==> config.mk <==
export PLATFORM = sky130hd
export DESIGN_NAME = usb_sbep_ctrl
export DESIGN_NICKNAME = d
export VERILOG_FILES = /design/src/rtl/sbep_pkg.sv /design/src/rtl/sbep_txbuf.sv /design/src/rtl/sbep_flags.sv /design/src/rtl/sbep_proto.sv /design/src/rtl/usb_sbep_ctrl.sv
export SDC_FILE = /design/constraint.sdc
export NUM_CORES = 1
export LEC_CHECK = 0
export ABC_AREA = 1
export BUFFER_PORTS_ARGS = -buffer_cell sky130_fd_sc_hd__buf_2
export CORE_AREA = 2 2 136 138
export DETAILED_ROUTE_END_ITERATION = 10
export DIE_AREA = 0 0 138 140
export SLEW_MARGIN = 20
export SYNTH_ARGS = -nofsm -noshare
export SYNTH_HDL_FRONTEND = slang
export SYNTH_SLANG_ARGS = --single-unit
==> constraint.sdc <==
create_clock -name clk -period 2.9 [get_ports clk]
set_input_delay 0.58 -clock clk [delete_from_list [all_inputs] [get_ports clk]]
set_output_delay 0.58 -clock clk [all_outputs]
set_load 0.01 [all_outputs]
==> src/rtl/sbep_pkg.sv <==
package sbep_pkg;
   typedef enum logic [1:0] {
      PID_NONE  = 2'd0,
      PID_SETUP = 2'd1,
      PID_OUT   = 2'd2,
      PID_IN    = 2'd3
   } tok_e;

   typedef enum logic [1:0] {
      RSP_NAK  = 2'd0,
      RSP_ACK  = 2'd1,
      RSP_DATA = 2'd2
   } rsp_e;

   localparam int FLG_TXC   = 0;
   localparam int FLG_SETUP = 1;
   localparam int FLG_RXD   = 2;
   localparam int FLG_OVF   = 3;
   localparam int FLG_TXRDY = 4;
   localparam int CNT_LSB   = 8;
   localparam int CNT_FIELD = 4;
   localparam int CSR_W     = 16;

   typedef struct packed {
      logic txrdy;
      logic ovf;
      logic rxd;
      logic setup;
      logic txc;
   } flags_t;
endpackage

==> src/rtl/sbep_txbuf.sv <==
module sbep_txbuf #(
   parameter int DEPTH  = 8,
   parameter int DATA_W = 8,
   parameter int CNT_W  = $clog2(DEPTH + 1)
) (
   input  logic              clk,
   input  logic              rst_n,
   input  logic              wr_en,
   input  logic [DATA_W-1:0] wr_data,
   input  logic              release_buf,
   input  logic              start,
   output logic [CNT_W-1:0]  count,
   output logic              ovf_pulse,
   output logic              tx_valid,
   output logic [DATA_W-1:0] tx_data
);
   localparam logic [CNT_W-1:0] FULL = CNT_W'(DEPTH);
   localparam logic [CNT_W-1:0] ONE  = CNT_W'(1);

   logic [DATA_W-1:0] slot_q [DEPTH];
   logic              wr_fire;
   logic              active_q;
   logic [CNT_W-1:0]  idx_q;

   assign wr_fire   = wr_en && (count != FULL);
   assign ovf_pulse = wr_en && (count == FULL);

   for (genvar i = 0; i < DEPTH; i++) begin : g_slot
      always_ff @(posedge clk) begin
         if (!rst_n) begin
            slot_q[i] <= '0;
         end else if (wr_fire && (count == CNT_W'(i))) begin
            slot_q[i] <= wr_data;
         end
      end
   end

   always_ff @(posedge clk) begin
      if (!rst_n) begin
         count <= '0;
      end else if (release_buf) begin
         count <= '0;
      end else if (wr_fire) begin
         count <= count + ONE;
      end
   end

   always_ff @(posedge clk) begin
      if (!rst_n) begin
         active_q <= 1'b0;
         idx_q    <= '0;
      end else if (start) begin
         active_q <= (count != '0);
         idx_q    <= '0;
      end else if (active_q) begin
         if (idx_q == count - ONE) begin
            active_q <= 1'b0;
         end
         idx_q <= idx_q + ONE;
      end
   end

   always_comb begin
      tx_data = '0;
      for (int i = 0; i < DEPTH; i++) begin
         if (idx_q == CNT_W'(i)) begin
            tx_data = slot_q[i];
         end
      end
   end

   assign tx_valid = active_q;

   AST_CNT_BOUND: assert property (@(posedge clk) disable iff (!rst_n)
      count <= FULL);
   AST_FULL_HOLD: assert property (@(posedge clk) disable iff (!rst_n)
      (wr_en && count == FULL && !release_buf) |=> (count == FULL));
   AST_STREAM_IN_RANGE: assert property (@(posedge clk) disable iff (!rst_n)
      active_q |-> (idx_q < count));
endmodule

==> src/rtl/sbep_flags.sv <==
module sbep_flags
   import sbep_pkg::*;
(
   input  logic       clk,
   input  logic       rst_n,
   input  logic       fw_wr,
   input  logic [4:0] fw_bits,
   input  logic       set_txc,
   input  logic       set_setup,
   input  logic       set_rxd,
   input  logic       set_ovf,
   input  logic       clr_txrdy,
   output flags_t     flg
);
   always_ff @(posedge clk) begin
      if (!rst_n) begin
         flg <= '0;
      end else begin
         if (set_txc)                           flg.txc <= 1'b1;
         else if (fw_wr && !fw_bits[FLG_TXC])   flg.txc <= 1'b0;

         if (set_setup)                         flg.setup <= 1'b1;
         else if (fw_wr && !fw_bits[FLG_SETUP]) flg.setup <= 1'b0;

         if (set_rxd)                           flg.rxd <= 1'b1;
         else if (fw_wr && !fw_bits[FLG_RXD])   flg.rxd <= 1'b0;

         if (set_ovf)                           flg.ovf <= 1'b1;
         else if (fw_wr && !fw_bits[FLG_OVF])   flg.ovf <= 1'b0;

         if (clr_txrdy)                         flg.txrdy <= 1'b0;
         else if (fw_wr && fw_bits[FLG_TXRDY])  flg.txrdy <= 1'b1;
      end
   end

   AST_SETUP_W0C: assert property (@(posedge clk) disable iff (!rst_n)
      $fell(flg.setup) |-> ($past(fw_wr) && !$past(fw_bits[FLG_SETUP])));
   AST_TXC_W0C: assert property (@(posedge clk) disable iff (!rst_n)
      $fell(flg.txc) |-> ($past(fw_wr) && !$past(fw_bits[FLG_TXC])));
   AST_OVF_STICKY: assert property (@(posedge clk) disable iff (!rst_n)
      $fell(flg.ovf) |-> $past(fw_wr));
endmodule

==> src/rtl/sbep_proto.sv <==
module sbep_proto
   import sbep_pkg::*;
(
   input  logic       clk,
   input  logic       rst_n,
   input  logic       tok_valid,
   input  logic [1:0] tok_pid,
   input  logic       host_ack,
   input  logic       host_timeout,
   input  logic       ep_iso,
   input  logic       setup_flag,
   input  logic       rxd_flag,
   input  logic       txrdy_flag,
   output logic       start_tx,
   output logic       set_setup,
   output logic       set_rxd,
   output logic       pkt_acked,
   output logic       resp_valid,
   output logic [1:0] resp_code
);
   tok_e tok;
   logic is_setup, is_out, is_in, out_block, in_flight_q;
   rsp_e rsp_d;

   assign tok       = tok_e'(tok_pid);
   assign is_setup  = tok_valid && (tok == PID_SETUP);
   assign is_out    = tok_valid && (tok == PID_OUT);
   assign is_in     = tok_valid && (tok == PID_IN);
   assign out_block = setup_flag || rxd_flag;

   assign set_setup = is_setup;
   assign set_rxd   = is_out && !out_block;
   assign start_tx  = is_in && txrdy_flag && !ep_iso;
   assign pkt_acked = host_ack && in_flight_q && !ep_iso;

   always_comb begin
      rsp_d = RSP_NAK;
      if (is_setup)                rsp_d = RSP_ACK;
      else if (is_out)             rsp_d = out_block ? RSP_NAK : RSP_ACK;
      else if (is_in && start_tx)  rsp_d = RSP_DATA;
   end

   always_ff @(posedge clk) begin
      if (!rst_n) begin
         in_flight_q <= 1'b0;
         resp_valid  <= 1'b0;
         resp_code   <= RSP_NAK;
      end else begin
         if (start_tx)                      in_flight_q <= 1'b1;
         else if (host_ack || host_timeout) in_flight_q <= 1'b0;
         resp_valid <= tok_valid && (tok != PID_NONE);
         resp_code  <= rsp_d;
      end
   end

   AST_OUT_NAK_BLOCKED: assert property (@(posedge clk) disable iff (!rst_n)
      (is_out && (setup_flag || rxd_flag)) |=> (resp_valid && resp_code == RSP_NAK));
   AST_IN_NAK_NOTRDY: assert property (@(posedge clk) disable iff (!rst_n)
      (is_in && !txrdy_flag) |=> (resp_valid && resp_code == RSP_NAK));
   AST_ISO_IN_NAK: assert property (@(posedge clk) disable iff (!rst_n)
      (is_in && ep_iso) |=> (resp_valid && resp_code == RSP_NAK));
   AST_SETUP_ACK: assert property (@(posedge clk) disable iff (!rst_n)
      is_setup |=> (resp_valid && resp_code == RSP_ACK));
endmodule

==> src/rtl/usb_sbep_ctrl.sv <==
module usb_sbep_ctrl
   import sbep_pkg::*;
#(
   parameter int DEPTH  = 8,
   parameter int DATA_W = 8
) (
   input  logic              clk,
   input  logic              rst_n,
   input  logic              ep_iso,
   input  logic              csr_wr,
   input  logic [4:0]        csr_wbits,
   output logic [15:0]       csr_rdata,
   input  logic              fifo_wr,
   input  logic [DATA_W-1:0] fifo_wdata,
   input  logic              tok_valid,
   input  logic [1:0]        tok_pid,
   input  logic              host_ack,
   input  logic              host_timeout,
   output logic              resp_valid,
   output logic [1:0]        resp_code,
   output logic              tx_valid,
   output logic [DATA_W-1:0] tx_data,
   output logic              irq
);
   localparam int CNT_W = $clog2(DEPTH + 1);

   if (DEPTH < 1 || DEPTH > 15) begin : g_bad_depth
      $error("DEPTH must lie in 1..15 to fit the count field");
   end
   if (DATA_W < 1) begin : g_bad_width
      $error("DATA_W must be positive");
   end

   flags_t           flg;
   logic [CNT_W-1:0] count;
   logic             start_tx, set_setup, set_rxd, pkt_acked, ovf_pulse;

   sbep_proto u_proto (
      .clk(clk), .rst_n(rst_n),
      .tok_valid(tok_valid), .tok_pid(tok_pid),
      .host_ack(host_ack), .host_timeout(host_timeout), .ep_iso(ep_iso),
      .setup_flag(flg.setup), .rxd_flag(flg.rxd), .txrdy_flag(flg.txrdy),
      .start_tx(start_tx), .set_setup(set_setup), .set_rxd(set_rxd),
      .pkt_acked(pkt_acked),
      .resp_valid(resp_valid), .resp_code(resp_code)
   );

   sbep_txbuf #(.DEPTH(DEPTH), .DATA_W(DATA_W), .CNT_W(CNT_W)) u_buf (
      .clk(clk), .rst_n(rst_n),
      .wr_en(fifo_wr && !flg.txrdy), .wr_data(fifo_wdata),
      .release_buf(pkt_acked), .start(start_tx),
      .count(count), .ovf_pulse(ovf_pulse),
      .tx_valid(tx_valid), .tx_data(tx_data)
   );

   sbep_flags u_flags (
      .clk(clk), .rst_n(rst_n),
      .fw_wr(csr_wr), .fw_bits(csr_wbits),
      .set_txc(pkt_acked), .set_setup(set_setup), .set_rxd(set_rxd),
      .set_ovf(ovf_pulse), .clr_txrdy(pkt_acked),
      .flg(flg)
   );

   always_comb begin
      csr_rdata = '0;
      csr_rdata[FLG_TXC]   = flg.txc;
      csr_rdata[FLG_SETUP] = flg.setup;
      csr_rdata[FLG_RXD]   = flg.rxd;
      csr_rdata[FLG_OVF]   = flg.ovf;
      csr_rdata[FLG_TXRDY] = flg.txrdy;
      csr_rdata[CNT_LSB +: CNT_FIELD] = CNT_FIELD'(count);
   end

   assign irq = flg.txc || flg.setup || flg.rxd;

   AST_TXC_NEEDS_ACK: assert property (@(posedge clk) disable iff (!rst_n)
      $rose(flg.txc) |-> $past(host_ack));
   AST_TXRDY_FALL_ACK: assert property (@(posedge clk) disable iff (!rst_n)
      $fell(flg.txrdy) |-> ($past(host_ack) && count == '0));
   AST_ISO_NO_TXC: assert property (@(posedge clk) disable iff (!rst_n)
      ($past(ep_iso) && ep_iso) |-> !$rose(flg.txc));
   AST_TIMEOUT_KEEPS_RDY: assert property (@(posedge clk) disable iff (!rst_n)
      (host_timeout && !host_ack && flg.txrdy && !csr_wr) |=> flg.txrdy);
endmodule

==> impl_metrics.env <==
export IMPL_final_cell_area_sq_mm=0.00514
export IMPL_seq_area_frac_synth_pct=52.3
export IMPL_avgViaCountPerCell=4.23
export IMPL_clock_sinks=82
export IMPL_final_common_cell="nor2_1"
export IMPL_placeableCoreArea_sq_mm=0.0178
export IMPL_synth_mux_area_share_pct=0
export IMPL_overflow=0
export IMPL_grt_pass1_wl_mm=16.5
export IMPL_ctsHoldBuffers=0
export IMPL_worstReg2RegStart="u_buf.count[0]"
export IMPL_cp_max_fo=16
export IMPL_switching_share_pct=23.1
export IMPL_synth_top_area_share_pct=44.1
export IMPL_cp_top_family="simple AND/OR/NAND/NOR gates"
export IMPL_nNetsFinal=595
export IMPL_tritoncts="yes"
export IMPL_fin_skew_ns=0.00493
export IMPL_remaining_drc_errors=0
export IMPL_peakVddDrop_mv=0.245
export IMPL_power_density_mw_per_mm2=545
export IMPL_fmax_mhz=384
export IMPL_finalSetupViolCount=0
export IMPL_cp_arrival_ns=2.02
export IMPL_drt_total_wl_mm=9.95
export IMPL_num_vias=3370
export IMPL_critPathLaunchType="register"
export IMPL_critPathMaxStageDelay_ns=0.42
export IMPL_syn_area_sq_mm=0.00436
export IMPL_r2r_setup_slack_ns=0.99
export IMPL_leakage_uw=0.00236
export IMPL_path_common_cell="nand2_1"
export IMPL_routedWlPerCell_um=12.5
export IMPL_power_switching_uw=647
export IMPL_synth_xor_area_share_pct=1.41
export IMPL_synth_top_family_by_area="simple AND/OR/NAND/NOR gates"
export IMPL_grtUsageTotal_pct=10.6
export IMPL_synthAdderAreaFrac_pct=2.58
export IMPL_synth_seq_cells=82
export IMPL_root_buffer="clkbuf_16"
export IMPL_grt_max_degree=17
export IMPL_maxCapViolations=0
export IMPL_grt_pass1_vias=3441
export IMPL_most_common_layout_cells="nor2_1 (119), nand2_1 (112), edfxtp_1 (64)"
export IMPL_path_buf_inv=3
export IMPL_synth_distinct_cells=32
export IMPL_io_buffers=44
export IMPL_p_int_uw=2150
export IMPL_drive_gt1_share_pct=16.0
export IMPL_post_synth_cell_area_avg_sq_um=8.48
export IMPL_antenna_found_initial=0
export IMPL_clockPowerShare_pct=43.9
export IMPL_yosys_top_cells_area="edfxtp_1 (44%), nor2_1 (10%), nand2_1 (9.6%)"
export IMPL_rows=49
export IMPL_combPwrFrac_pct=8.4
export IMPL_place_area_sq_mm=0.00482
export IMPL_htreeDepth=3
export IMPL_min_from="host_timeout"
export IMPL_r2r_end="u_buf.slot_q[0][15]"
export IMPL_worstSetupEndpointType="primary output"
export IMPL_hpwlAfterDp_mm=7.45
export IMPL_start_util_pct=24.5
export IMPL_ant_nets=0
export IMPL_clkTransAtPathRegs_ns=0.06
export IMPL_rsz0062_at_grt="no"
export IMPL_hold_viol_final=0
export IMPL_yosys_warnings=0
export IMPL_cp_required_ns=2.32
export IMPL_fin_crit_sh_pct=89.8
export IMPL_place_congestion=0.842
export IMPL_finalMaxSlewViolations=0
export IMPL_crit_path_cell_trace="inv_1 > ha_1 > buf_4 > nor2_1 > nand3_1 > nand3_1 > nand2_1 > nand2_1 > nand2_1 > nand2_1 > nand2_1 > nand2_1 > buf_2"
export IMPL_clk_path_buf_depth=2
export IMPL_crit_slowest_cell="dfxtp_1"
export IMPL_final_util_pct=28.9
export IMPL_p_seq_share_pct=47.7
export IMPL_synthToLayoutAreaGrowth_pct=17.8
export IMPL_cts_buffers=9
export IMPL_fin_crit_ns=2.60
export IMPL_clk_latency_ns=0.34
export IMPL_n_antenna_cell=0
export IMPL_drt_initial_drc_count=147
export IMPL_postSynthCellCount=514
export IMPL_hold_class="in2reg"
export IMPL_status="complete, no violations"
export IMPL_die_h_um=140
export IMPL_min_path_cells=2
export IMPL_die_w_um=138
export IMPL_hold_end="u_proto.in_flight_q"
export IMPL_yosys_area_top_type="edfxtp_1"
export IMPL_pin_count=52
export IMPL_synth_compound_area_share_pct=3.16
export IMPL_holdWs_ns=0.417
export IMPL_yosys_area_share_simple_pct=30.9
export IMPL_first_pass_iters=4
export IMPL_tns_ns=0
export IMPL_r2r_cells=6
export IMPL_path_class="reg2out"
export IMPL_die_area_sq_mm=0.0193
## registers in the layout, indices dropped and copies added (netlist names)
register / count
u_proto.resp_code: 2
u_buf.slot_q: 64
u_buf.count: 4
u_proto.in_flight_q: 1
u_buf.tx_valid: 1
u_flags.flg: 5
u_buf.idx_q: 4
u_proto.resp_valid: 1
## worst max path at each step
stage	startpoint	endpoint	slack, ns	cells past startpoint
CTS	u_buf.idx_q[0]	tx_data[6]	0.21	11
finish	u_buf.idx_q[1]	tx_data[4]	0.30	13
detailed placement	u_buf.idx_q[0]	tx_data[7]	0.59	11
floorplan	u_buf.count[0]	u_buf.slot_q[0][10]	0.84	5
global placement	u_buf.idx_q[1]	tx_data[6]	0.61	13
global route	u_buf.idx_q[1]	tx_data[4]	0.07	13
## power groups by stage
stage	Clock [uW]	Combinational, uW	Sequential, uW
4_1_cts	1250	242	1330
5_1_grt	1300	269	1340
6_report	1230	236	1330
2_1_floorplan	0	158	1360
3_3_place_gp	0	240	1360
3_5_place_dp	0	241	1360
## Yosys cell counts
cell type / instances
nor2_1: 119
nand2_1: 112
edfxtp_1: 64
inv_1: 58
nand3_1: 42
dfxtp_1: 18
buf_4: 17
o21ai_0: 13
a21oi_1: 10
ha_1: 9
nand3b_1: 9
buf_2: 6
inv_2: 4
nand4_4: 4
xor2_1: 4
nor2_4: 3
nor3_1: 3
xnor2_1: 3
nand2_2: 2
nand3_2: 2
a211oi_1: 1
and3_1: 1
buf_6: 1
clkbuf_1: 1
clkbuf_2: 1
conb_1: 1
inv_4: 1
nor3_4: 1
nor4_1: 1
o21bai_1: 1
o31ai_1: 1
or2_2: 1
## repair_timing
action	4_1_cts	5_1_grt
endpoints found under the setup margin	0	2
resized for setup	0	1
setup buffers	0	0
## through the flow
stage	setup WS [ns]	power [uW]	cells
after floorplan	0.841	1510	520
final	0.296	2800	797
after global placement	0.613	1600	781
after global routing	0.0701	2900	797
after CTS	0.215	2830	797
after detailed placement	0.588	1600	781
## cell families (layout without fill, tap and decap cells)
logic type	count (synthesis)	after routing
AOI/OAI and AO/OA	26	26
xor gates and xnor gates	7	7
adders and majority gates	9	9
buffers and inverters	89	137
DFF	82	82
other	1	7
and+or+nand+nor	300	300
## metal layers
metal | part of all wire, % | GRT usage, %
met1 | 46 | 13.0
met2 | 48 | 18.4
met3 | 4.3 | 2.77
met4 | 1.3 | 3.17
met5 | 0 | 0
## cell type report
class	count	area (sq um)
Sequential cell	82	2280
Clock buffer	10	229
Clock inverter	6	88.8
Multi-Input combinational cell	349	1690
Timing Repair Buffer	58	325
Inverter	63	239
Fill cell	1921	12600
Tap cell	229	287
No activity file was read; power rests on OpenSTA's default activity.
